$ cat src/rtl/tw_pkg.sv
package tw_pkg;

  // Bus phase of the master sequencer.
  typedef enum logic [2:0] {
    PH_IDLE  = 3'd0,
    PH_SETUP = 3'd1,
    PH_LOW   = 3'd2,
    PH_HIGH  = 3'd3,
    PH_HOLD  = 3'd4,
    PH_HALT  = 3'd5
  } phase_e;

  function automatic int unsigned tw_max(input int unsigned a, input int unsigned b);
    return (a > b) ? a : b;
  endfunction

endpackage

$ cat src/rtl/tw_phase_timer.sv
module tw_phase_timer #(
  parameter int unsigned TW = 4
) (
  input  logic          clk,
  input  logic          rst_n,
  input  logic          load,
  input  logic [TW-1:0] load_val,
  output logic          expire
);

  logic [TW-1:0] cnt_q, cnt_d;

  always_comb begin
    cnt_d = cnt_q;
    if (load)
      cnt_d = load_val;
    else if (cnt_q != '0)
      cnt_d = cnt_q - TW'(1);
  end

  always_ff @(posedge clk or negedge rst_n) begin
    if (!rst_n) cnt_q <= '0;
    else        cnt_q <= cnt_d;
  end

  assign expire = (cnt_q == '0);

endmodule

$ cat src/rtl/tw_byte_path.sv
module tw_byte_path #(
  parameter int unsigned NDATA = 2,
  parameter int unsigned BW    = 2
) (
  input  logic               clk,
  input  logic               rst_n,
  input  logic               capture,
  input  logic               cap_rd,
  input  logic [7:0]         addr,
  input  logic [8*NDATA-1:0] wdata,
  input  logic [BW-1:0]      byte_idx,
  input  logic [2:0]         bit_idx,
  input  logic               sample,
  input  logic               dat_i,
  output logic               tx_bit,
  output logic [8*NDATA-1:0] rdata
);

  logic [7:0]         addr_q, addr_d;
  logic [8*NDATA-1:0] wdata_q, wdata_d;
  logic [7:0]         tx_arr [0:NDATA];

  // Request latch, enabled only at acceptance.
  always_comb begin
    addr_d  = addr_q;
    wdata_d = wdata_q;
    if (capture) begin
      addr_d  = addr;
      wdata_d = wdata;
    end
  end

  always_ff @(posedge clk or negedge rst_n) begin
    if (!rst_n) begin
      addr_q  <= '0;
      wdata_q <= '0;
    end else begin
      addr_q  <= addr_d;
      wdata_q <= wdata_d;
    end
  end

  assign tx_arr[0] = addr_q;

  for (genvar k = 0; k < NDATA; k++) begin : g_byte
    logic [7:0] rx_q, rx_d;

    assign tx_arr[k+1] = wdata_q[8*k +: 8];

    always_comb begin
      rx_d = rx_q;
      if (capture && cap_rd)
        rx_d = '0;
      else if (sample && (byte_idx == BW'(k+1)))
        rx_d[bit_idx] = dat_i;
    end

    always_ff @(posedge clk or negedge rst_n) begin
      if (!rst_n) rx_q <= '0;
      else        rx_q <= rx_d;
    end

    assign rdata[8*k +: 8] = rx_q;
  end

  assign tx_bit = tx_arr[byte_idx][bit_idx];

endmodule

$ cat src/rtl/tw_ctl_master.sv
module tw_ctl_master #(
  parameter int unsigned NDATA   = 2,
  parameter int unsigned T_LOW   = 4,
  parameter int unsigned T_HIGH  = 4,
  parameter int unsigned T_SETUP = 2,
  parameter int unsigned T_HOLD  = 2,
  parameter int unsigned T_HALT  = 4,
  localparam int unsigned NW     = (NDATA > 1) ? $clog2(NDATA) : 1
) (
  input  logic               clk,
  input  logic               rst_n,
  input  logic               req_valid,
  input  logic               req_rd,
  input  logic [7:0]         req_addr,
  input  logic [NW-1:0]      req_nbytes,
  input  logic [8*NDATA-1:0] req_wdata,
  output logic               busy,
  output logic               done,
  output logic [8*NDATA-1:0] rd_data,
  output logic               bus_clk,
  output logic               bus_mode,
  output logic               bus_ctl_oe,
  output logic               bus_dat_o,
  output logic               bus_dat_oe,
  input  logic               bus_dat_i
);
  import tw_pkg::*;

  localparam int unsigned TMAX = tw_max(tw_max(tw_max(T_LOW, T_HIGH), tw_max(T_SETUP, T_HOLD)), T_HALT);
  localparam int unsigned TW   = (TMAX > 1) ? $clog2(TMAX) : 1;
  localparam int unsigned BW   = $clog2(NDATA + 1);

  phase_e          state_q, state_d;
  logic [BW-1:0]   byte_q, byte_d;
  logic [BW-1:0]   last_q, last_d;
  logic [2:0]      bit_q, bit_d;
  logic            rd_q, rd_d;
  logic            done_q, done_d;

  logic            accept;
  logic            expire;
  logic            tmr_load;
  logic [TW-1:0]   tmr_val;
  logic            sample;
  logic            tx_bit;

  assign accept = req_valid && (state_q == PH_IDLE);

  // Next-state logic of the phase sequencer.
  always_comb begin
    state_d = state_q;
    byte_d  = byte_q;
    last_d  = last_q;
    bit_d   = bit_q;
    rd_d    = rd_q;
    done_d  = 1'b0;
    unique case (state_q)
      PH_IDLE: begin
        if (accept) begin
          state_d = PH_SETUP;
          byte_d  = '0;
          bit_d   = '0;
          last_d  = BW'(req_nbytes) + BW'(1);
          rd_d    = req_rd;
        end
      end
      PH_SETUP: begin
        if (expire) begin
          state_d = PH_LOW;
          bit_d   = '0;
        end
      end
      PH_LOW: begin
        if (expire) state_d = PH_HIGH;
      end
      PH_HIGH: begin
        if (expire) begin
          if (bit_q == 3'd7) begin
            state_d = PH_HOLD;
          end else begin
            state_d = PH_LOW;
            bit_d   = bit_q + 3'd1;
          end
        end
      end
      PH_HOLD: begin
        if (expire) begin
          if (byte_q == last_q) begin
            state_d = PH_IDLE;
            done_d  = 1'b1;
          end else begin
            byte_d  = byte_q + BW'(1);
            state_d = (byte_q >= BW'(1)) ? PH_HALT : PH_SETUP;
          end
        end
      end
      PH_HALT: begin
        if (expire) state_d = PH_SETUP;
      end
      default: state_d = PH_IDLE;
    endcase
  end

  // Every phase change reloads the shared timer with the new phase length.
  always_comb begin
    tmr_load = (state_d != state_q);
    unique case (state_d)
      PH_SETUP: tmr_val = TW'(T_SETUP - 1);
      PH_LOW:   tmr_val = TW'(T_LOW - 1);
      PH_HIGH:  tmr_val = TW'(T_HIGH - 1);
      PH_HOLD:  tmr_val = TW'(T_HOLD - 1);
      PH_HALT:  tmr_val = TW'(T_HALT - 1);
      default:  tmr_val = '0;
    endcase
  end

  always_ff @(posedge clk or negedge rst_n) begin
    if (!rst_n) begin
      state_q <= PH_IDLE;
      byte_q  <= '0;
      last_q  <= '0;
      bit_q   <= '0;
      rd_q    <= 1'b0;
      done_q  <= 1'b0;
    end else begin
      state_q <= state_d;
      byte_q  <= byte_d;
      last_q  <= last_d;
      bit_q   <= bit_d;
      rd_q    <= rd_d;
      done_q  <= done_d;
    end
  end

  tw_phase_timer #(.TW(TW)) u_timer (
    .clk      (clk),
    .rst_n    (rst_n),
    .load     (tmr_load),
    .load_val (tmr_val),
    .expire   (expire)
  );

  // Sample in the final low cycle of a payload bit of a read.
  assign sample = (state_q == PH_LOW) && expire && rd_q && (byte_q != '0);

  tw_byte_path #(.NDATA(NDATA), .BW(BW)) u_bytes (
    .clk      (clk),
    .rst_n    (rst_n),
    .capture  (accept),
    .cap_rd   (req_rd),
    .addr     (req_addr),
    .wdata    (req_wdata),
    .byte_idx (byte_q),
    .bit_idx  (bit_q),
    .sample   (sample),
    .dat_i    (bus_dat_i),
    .tx_bit   (tx_bit),
    .rdata    (rd_data)
  );

  // Pin decode.
  logic in_txn, bit_phase;
  assign in_txn     = (state_q != PH_IDLE);
  assign bit_phase  = (state_q == PH_LOW) || (state_q == PH_HIGH);
  assign busy       = in_txn;
  assign done       = done_q;
  assign bus_ctl_oe = in_txn;
  assign bus_clk    = (state_q == PH_SETUP) || (state_q == PH_HIGH) || (state_q == PH_HOLD);
  assign bus_mode   = in_txn && (byte_q != '0);
  assign bus_dat_oe = in_txn && !(rd_q && (byte_q != '0));
  assign bus_dat_o  = bus_dat_oe && (bit_phase ? tx_bit : 1'b1);

endmodule

$ cat config.mk
export PLATFORM = sky130hd
export DESIGN_NAME = tw_ctl_master
export DESIGN_NICKNAME = d
export VERILOG_FILES = /design/src/rtl/tw_pkg.sv /design/src/rtl/tw_phase_timer.sv /design/src/rtl/tw_byte_path.sv /design/src/rtl/tw_ctl_master.sv
export SDC_FILE = /design/constraint.sdc
export NUM_CORES = 1
export LEC_CHECK = 0
export ABC_AREA = 1
export CORE_ASPECT_RATIO = 0.75
export CORE_MARGIN = 2
export CORE_UTILIZATION = 47
export DETAILED_ROUTE_END_ITERATION = 7
export PLACE_DENSITY = 0.85
export REMOVE_ABC_BUFFERS = 1
export SLEW_MARGIN = 20
export SYNTH_ARGS = -nofsm -noshare
export SYNTH_HDL_FRONTEND = slang
export SYNTH_HIERARCHICAL = 1
export SYNTH_SLANG_ARGS = --single-unit
$ cat constraint.sdc
create_clock -name clk -period 2 [get_ports clk]
set_clock_uncertainty 0.2 [all_clocks]
set_input_delay 0.3 -clock clk [delete_from_list [all_inputs] [get_ports clk]]
set_output_delay 0.3 -clock clk [all_outputs]
set_load 0.01 [all_outputs]
======== Word level (Yosys, flattened, before mapping) ========
Cells that the tools add are included.
cells by class
  add/sub/neg operators ................... 4
  eq/ne operators ......................... 21
  order comparisons ....................... 4
  muxes and demuxes ....................... 39
  bitwise gates (word level) .............. 1
  reduce and logical (&&, ||, !) cells .... 31
operators by type and width
  cell                                                                number
  two-way mux 8 bit                                                   6
  two-way mux 3 bit                                                   13
  case mux 3 bit (6 select lines)                                     1
  binary-select mux 8 bit (select 2 bit)                              1
  bitwise mux 8 bit                                                   2
  == test 3 bit (second input constant)                               5
  == test 3 x 2 -> 1 bit (second input constant)                      4
  logical AND 1 bit                                                   12
  nonzero test 2 bit                                                  6
  two-way mux 2 bit                                                   5
  != test 2 bit (second input constant)                               5
  case mux 3 bit (3 select lines)                                     1
  case mux 2 bit (2 select lines)                                     2
  == test 3 x 1 -> 1 bit (second input constant)                      2
  two-way mux 1 bit                                                   6
  nonzero test 3 bit                                                  2
  AND reduction 5 bit                                                 1
  less-than comparator 3 x 4 -> 1 bit (second input constant)         1
  AND reduction 4 bit                                                 1
  adder 3 x 1 -> 3 bit (second input constant)                        1
  binary-select mux 1 bit (select 3 bit)                              1
  demux 1 bit (select 3 bit)                                          1
  greater-or-equal comparator 3 x 1 -> 1 bit (second input constant)  1
  greater-or-equal comparator 3 bit (second input constant)           1
  17 further kinds                                                    19
word-level totals
  input bits .............................. 30
  word-level logic and storage cells ...... 111
  register bits ........................... 54
  output and inout bits ................... 23

======== Depth between registers and ports, before layout ========
  depth in word-level cells ............... 9
  depth in mapped cells ................... 13
  mapped depth without buffers ............ 13

======== By module ========
The synthesis kept the hierarchy.
modules (own cells, without submodules)
  module          sequential area each (um2)  area an instance (um2)  times used  cells an instance
  tw_byte_path    1001.0                      2004.4                  1           264
  tw_ctl_master   300.3                       798.3                   1           111
  tw_phase_timer  50.0                        120.1                   1           17

======== Worst setup path after synthesis ========
No wires, ideal clock.
  kind .................................... register to register
  start ................................... reg u_timer.cnt_q[0]
  end ..................................... reg u_bytes.g_byte[0].rx_q[2]
  cell stages (with the launch flop) ...... 13
  path buffers ............................ 1
  clock period less this slack ............ 1.932 ns
  data arrival time ....................... 1.615 ns
  setup slack ............................. 0.068 ns
  setup time .............................. 0.117 ns
  cell sequence ........................... dfrtp_1 inv_1 ha_1 inv_1 nor2_1 nand2_1 nor2_1 nand3_1 nand2_2 buf_4 nand2_1 nand2_1 nand2_1
between the ends
  cells in the longest elaborated chain, start to end .. 6
RTL lines
  what                            line                  source
  start, declared                 tw_phase_timer.sv:11  logic [TW-1:0] cnt_q, cnt_d;
  start signal, assigned          tw_phase_timer.sv:23  else cnt_q <= cnt_d;
  zero test 2 bit                 tw_phase_timer.sv:26  assign expire = (cnt_q == '0);
  via expire                      tw_ctl_master.sv:41   logic expire;
  logical AND 1 bit (3 in a row)  tw_ctl_master.sv:144  assign sample = (state_q == PH_LOW) && expire && rd_q && (byte_q != '0);
  via sample                      tw_ctl_master.sv:44   logic sample;
  logical AND 1 bit               tw_byte_path.sv:54    else if (sample && (byte_idx == BW'(k+1)))
  nonzero test 2 bit (no line)    -
  end signal, assigned            tw_byte_path.sv:60    else rx_q <= rx_d;
  end, declared                   tw_byte_path.sv:46    logic [7:0] rx_q, rx_d;
The timed path passes the listed nets, and every way through them passes these cells.
A chain may end at the register's enable or synchronous reset.

======== Worst setup path in the final report ========
  start ................................... reg byte_q[0]
  end ..................................... out bus_dat_o
between the ends
  cells in the longest elaborated chain, start to end .. 8
  elaborated cells on any way between the ends .. 12
  those cells by class .................... mux (6); bitwise (1); reduce/logical (5)
RTL lines
  what                                                  line                  source
  start, declared                                       tw_ctl_master.sv:34   logic [BW-1:0] byte_q, byte_d;
  start signal, assigned                                tw_ctl_master.sv:127  byte_q <= byte_d;
  NOT 2 -> 3 bit (not written as such)                  tw_byte_path.sv:66    assign tx_bit = tx_arr[byte_idx][bit_idx];
  binary-select mux 8 bit (select 2 bit)                tw_byte_path.sv:66
  two-way mux 8 bit (not written as such) (2 in a row)  tw_byte_path.sv:66
  binary-select mux 1 bit (select 3 bit)                tw_byte_path.sv:66
  two-way mux 1 bit (not written as such)               tw_byte_path.sv:66
  via tx_bit                                            tw_ctl_master.sv:45   logic tx_bit;
  two-way mux 1 bit                                     tw_ctl_master.sv:171  assign bus_dat_o = bus_dat_oe && (bit_phase ? tx_bit : 1'b1);
  logical AND 1 bit                                     tw_ctl_master.sv:171
  end, declared                                         tw_ctl_master.sv:23   output logic bus_dat_o,
The timed path passes the listed nets, and every way through them passes these cells. The select of a mux whose other input is x is not followed.

==> implementation parameters <==
Parameter                              Value

Status
  Outcome    finished with violations
  Violations in the final reports    setup timing

Clock tree
  Reg clk slew, reported paths    0.10 ns
  H-tree level count    2
  Clock latency reported for the late side of the worst-skew pair    0.32 ns
  Clock Sinks    54
  Maximum buffer depth of the clock tree    2
  Clock tree root buffer cell    sky130_fd_sc_hd__clkbuf_8
  Clock tree from TritonCTS    built
  Total clock buffers created by CTS    5

Route
  # DRC    0
  First drt pass iteration count    4
  Sum of routed wire length over all layers    7.961 mm
  Remaining antenna violation count    0
  Overall via count from detail_route    2,884
  Average via count per standard cell    5.104
  Average routed wire per standard cell    14.09 um
  Initial DRC count    206

Synthesis
  Cell Area, Synth    between 0.002 and 0.003 mm2
  Dominant synthesized flop cell    sky130_fd_sc_hd__dfrtp_1
  Library cell with the highest instance count after synthesis    sky130_fd_sc_hd__nand2_1
  Distinct cells, synth    28
  Top post-synthesis cells by count    168 x sky130_fd_sc_hd__nand2_1, 54 x sky130_fd_sc_hd__dfrtp_1, 44 x sky130_fd_sc_hd__inv_1
  FF+latch count, synth    54
  Dominant cells by area after synthesis    sky130_fd_sc_hd__dfrtp_1 46%, sky130_fd_sc_hd__nand2_1 22%, sky130_fd_sc_hd__inv_1 5.7%
  Number of enable-type register cells in the synthesized netlist    0
  Share of async-settable or async-resettable flops after synthesis    1.000
  Cell accounting for the most synthesized area    sky130_fd_sc_hd__dfrtp_1
  Synthesized instance count    about 390
  Top cell type's share of synthesized area    0.4623
  Sequential share of the synthesized area    0.4623
  Number of synthesis warnings    6
  Syn_area_per_cell    7.456 um2

Die
  Die Outline Area    around 0.0069 mm2
  Chip Height    72.30 um
  I/O pin total    53
  Area of the core region    about 0.006 mm2
  Starting density of the core    0.4941
  Count of standard-cell rows    24
  DIE WIDTH    95.06 um

Worst setup path
  Category of the most critical setup path    reg -> out
  Data arrival at the endpoint of the critical path    ~1.9 ns
  Required time worst endpoint    around 1.5 ns
  Crit end category    output port
  CP Max Fanout    8
  Crit start category    register

Global route
  Initial antenna violation count    0
  Total track usage    0.2434
  Global-route congestion overflow total    0
  Largest net degree at the start of global routing    25
  Number of global-route vias before repair    2,842
  Wire length of the first global-routing pass    13.01 mm

Timing
  Worst-margin pin slew    0.4724 ns
  Hold Fails Final Rpt    0
  Post-layout min period    2.354 ns
  Period utilization    1.177
  Unrepaired setup endpoints after global routing    yes
  Max Clk Rate    0.4248 GHz
  Max-slew headroom    0.6850
  Final number of setup-violating endpoints    5
  Final slew viol count    0
  Smallest setup slack after layout    -0.3538 ns

Final layout
  Final net count    between 500 and 600
  Design Area, Final    0.004065 mm2
  Sequential cell area    0.001359 mm2
  Footprint of the multi-input gates    0.001419 mm2
  Layout cells sized above 1    0.2402
  ANT cells    0
  Fillcell total    420
  Area growth from synthesis to layout    39.08%
  Post-route non-filler standard cell count    565

Power
  Peak ir drop on the vdd network    0.0002221 V
  Total power per unit cell area    461.8 mW/mm2
  Pleak    roughly 0.0020 uW

Placement
  I/O Buffers    52
  Placed cell count    about 550
  HPWL after detailed placement    5.416 mm
  Total placed instance area    ~0.0038 mm2
  Final RePlAce weighted congestion    between 0.8 and 0.9

Job
  Max Cap Viol    0

Worst hold path
  Worst min-delay path class    in -> async
## worst max-delay path, stage by stage, from the launching register on
cell	delay, ns
sky130_fd_sc_hd__dfrtp_1	0.43
sky130_fd_sc_hd__inv_2	0.13
sky130_fd_sc_hd__nand2_1	0.10
sky130_fd_sc_hd__nand3_2	0.07
sky130_fd_sc_hd__nand2_1	0.05
sky130_fd_sc_hd__nand2_1	0.05
sky130_fd_sc_hd__nand2_1	0.05
sky130_fd_sc_hd__nor2_1	0.12
sky130_fd_sc_hd__nand2_1	0.09
sky130_fd_sc_hd__o31a_2	0.31
sky130_fd_sc_hd__buf_6	0.12
## what timing repair did
action                                 in CTS  in global routing
hold buffers                                1                  0
setup endpoints to repair                   8                 26
setup buffers                               8                  3
gates resized for setup                    38                 21
pin swaps                                   4                 14
endpoints found under the hold margin      19                  0
gates cloned                                0                  0
## final timing paths
path                       cells after the start                                   from                                     to  slack, ns
max                                           10                  byte_q[0]$_DFFE_PN0P_                              bus_dat_o      -0.35
min                                            2                                  rst_n         u_bytes/wdata_q[7]$_DFFE_PN0P_       0.26
max reg2reg                                   14                  byte_q[0]$_DFFE_PN0P_           u_timer/cnt_q[0]$_DFFE_PN0P_      -0.02
min reg2reg                                    2  u_bytes/g_byte[0].rx_q[2]$_DFFE_PN0P_  u_bytes/g_byte[0].rx_q[2]$_DFFE_PN0P_       0.28
max in group asynchronous                      3                                  rst_n  u_bytes/g_byte[0].rx_q[1]$_DFFE_PN0P_       0.79
min in group clk                               2  u_bytes/g_byte[0].rx_q[2]$_DFFE_PN0P_  u_bytes/g_byte[0].rx_q[2]$_DFFE_PN0P_       0.28
## flip-flops by register name (all words and copies together), names as in the netlist, 2 cells and up
name                 flops
u_timer/cnt_q            2
u_bytes/g_byte.rx_q     16
state_q                  3
u_bytes/addr_q           8
u_bytes/wdata_q         16
byte_q                   2
last_q                   2
bit_q                    3
## layout make-up
type                            count  share of cell area
Tap cell                           78             0.02401
Clock inverter                      2            0.003386
Timing Repair Buffer               98              0.2271
Inverter                           49             0.04524
Clock buffer                        5             0.01693
Sequential cell                    54              0.3343
Multi-Input combinational cell    279              0.3490
## cells in the final DEF (no fill, tap or decap), types with 2 or more instances in the layout
master	netlist	routed
sky130_fd_sc_hd__nor3_2	1	5
sky130_fd_sc_hd__clkdlybuf4s15_2	0	2
sky130_fd_sc_hd__nor3_1	7	3
sky130_fd_sc_hd__nand2_2	7	9
sky130_fd_sc_hd__nand4_1	3	3
sky130_fd_sc_hd__dfrtp_2	0	6
sky130_fd_sc_hd__mux2_2	8	8
sky130_fd_sc_hd__nand2_1	168	163
sky130_fd_sc_hd__nand2_4	1	4
sky130_fd_sc_hd__inv_1	44	39
sky130_fd_sc_hd__buf_6	3	7
sky130_fd_sc_hd__dlygate4sd2_1	0	3
sky130_fd_sc_hd__nor2_2	3	7
sky130_fd_sc_hd__o21ai_0	20	18
sky130_fd_sc_hd__nor2_1	18	14
sky130_fd_sc_hd__nand3_2	2	4
sky130_fd_sc_hd__dfrtp_1	54	48
sky130_fd_sc_hd__clkdlybuf4s50_1	0	45
sky130_fd_sc_hd__ha_4	0	2
sky130_fd_sc_hd__buf_12	0	3
sky130_fd_sc_hd__buf_4	3	36
sky130_fd_sc_hd__clkbuf_8	0	5
sky130_fd_sc_hd__o21ai_1	0	2
sky130_fd_sc_hd__nand3_1	28	26
sky130_fd_sc_hd__inv_2	4	9
## logic make-up after synthesis
| kind of cell | after synthesis | share of synthesized area |
|---|---|---|
| AND/OR/NAND/NOR | 240 | 0.3502 |
| buffers and inverters | 59 | 0.08775 |
| flip-flops | 54 | 0.4623 |
| AO/OA/AOI/OAI | 27 | 0.05180 |
| multiplexers | 8 | 0.03082 |
| adder cells (fa/ha/maj) | 4 | 0.01712 |
## power breakdown
group | internal, uW | leakage, uW | switching, uW | total [uW]
clock network | 243 | 0.0000444 | 372 | 615
logic | 87.8 | 0.00141 | 59.7 | 147
registers | 1110 | 0.000586 | 8.49 | 1110
total | 1440 | 0.00204 | 440 | 1880
## through the flow
stage                     setup WS (ns)  TNS, ns  hold slack, ns    util  power [uW]
after global placement          -0.2681  -0.5320         0.07813  0.6341        1278
after global routing            -0.3901   -1.333          0.3042  0.6872        1944
after detailed placement        -0.3435  -0.9218         0.08065  0.6341        1280
final                           -0.3538  -0.6778          0.2644  0.6872        1877
after CTS                       -0.3003  -0.7286          0.2736  0.6749        1892
after floorplan                 -0.6981   -11.57         -0.1956       -        1158
## layer usage
metal / vias to the layer above / wire length, um / track usage
li1: 1406 / - / -
met1: 1371 / 3279 / 0.3134
met2: 93 / 4049 / 0.4178
met3: 14 / 520 / 0.04777
met4: 0 / 111 / 0.07407
met5: - / 0 / 0
Power figures use the tool's default switching activity.
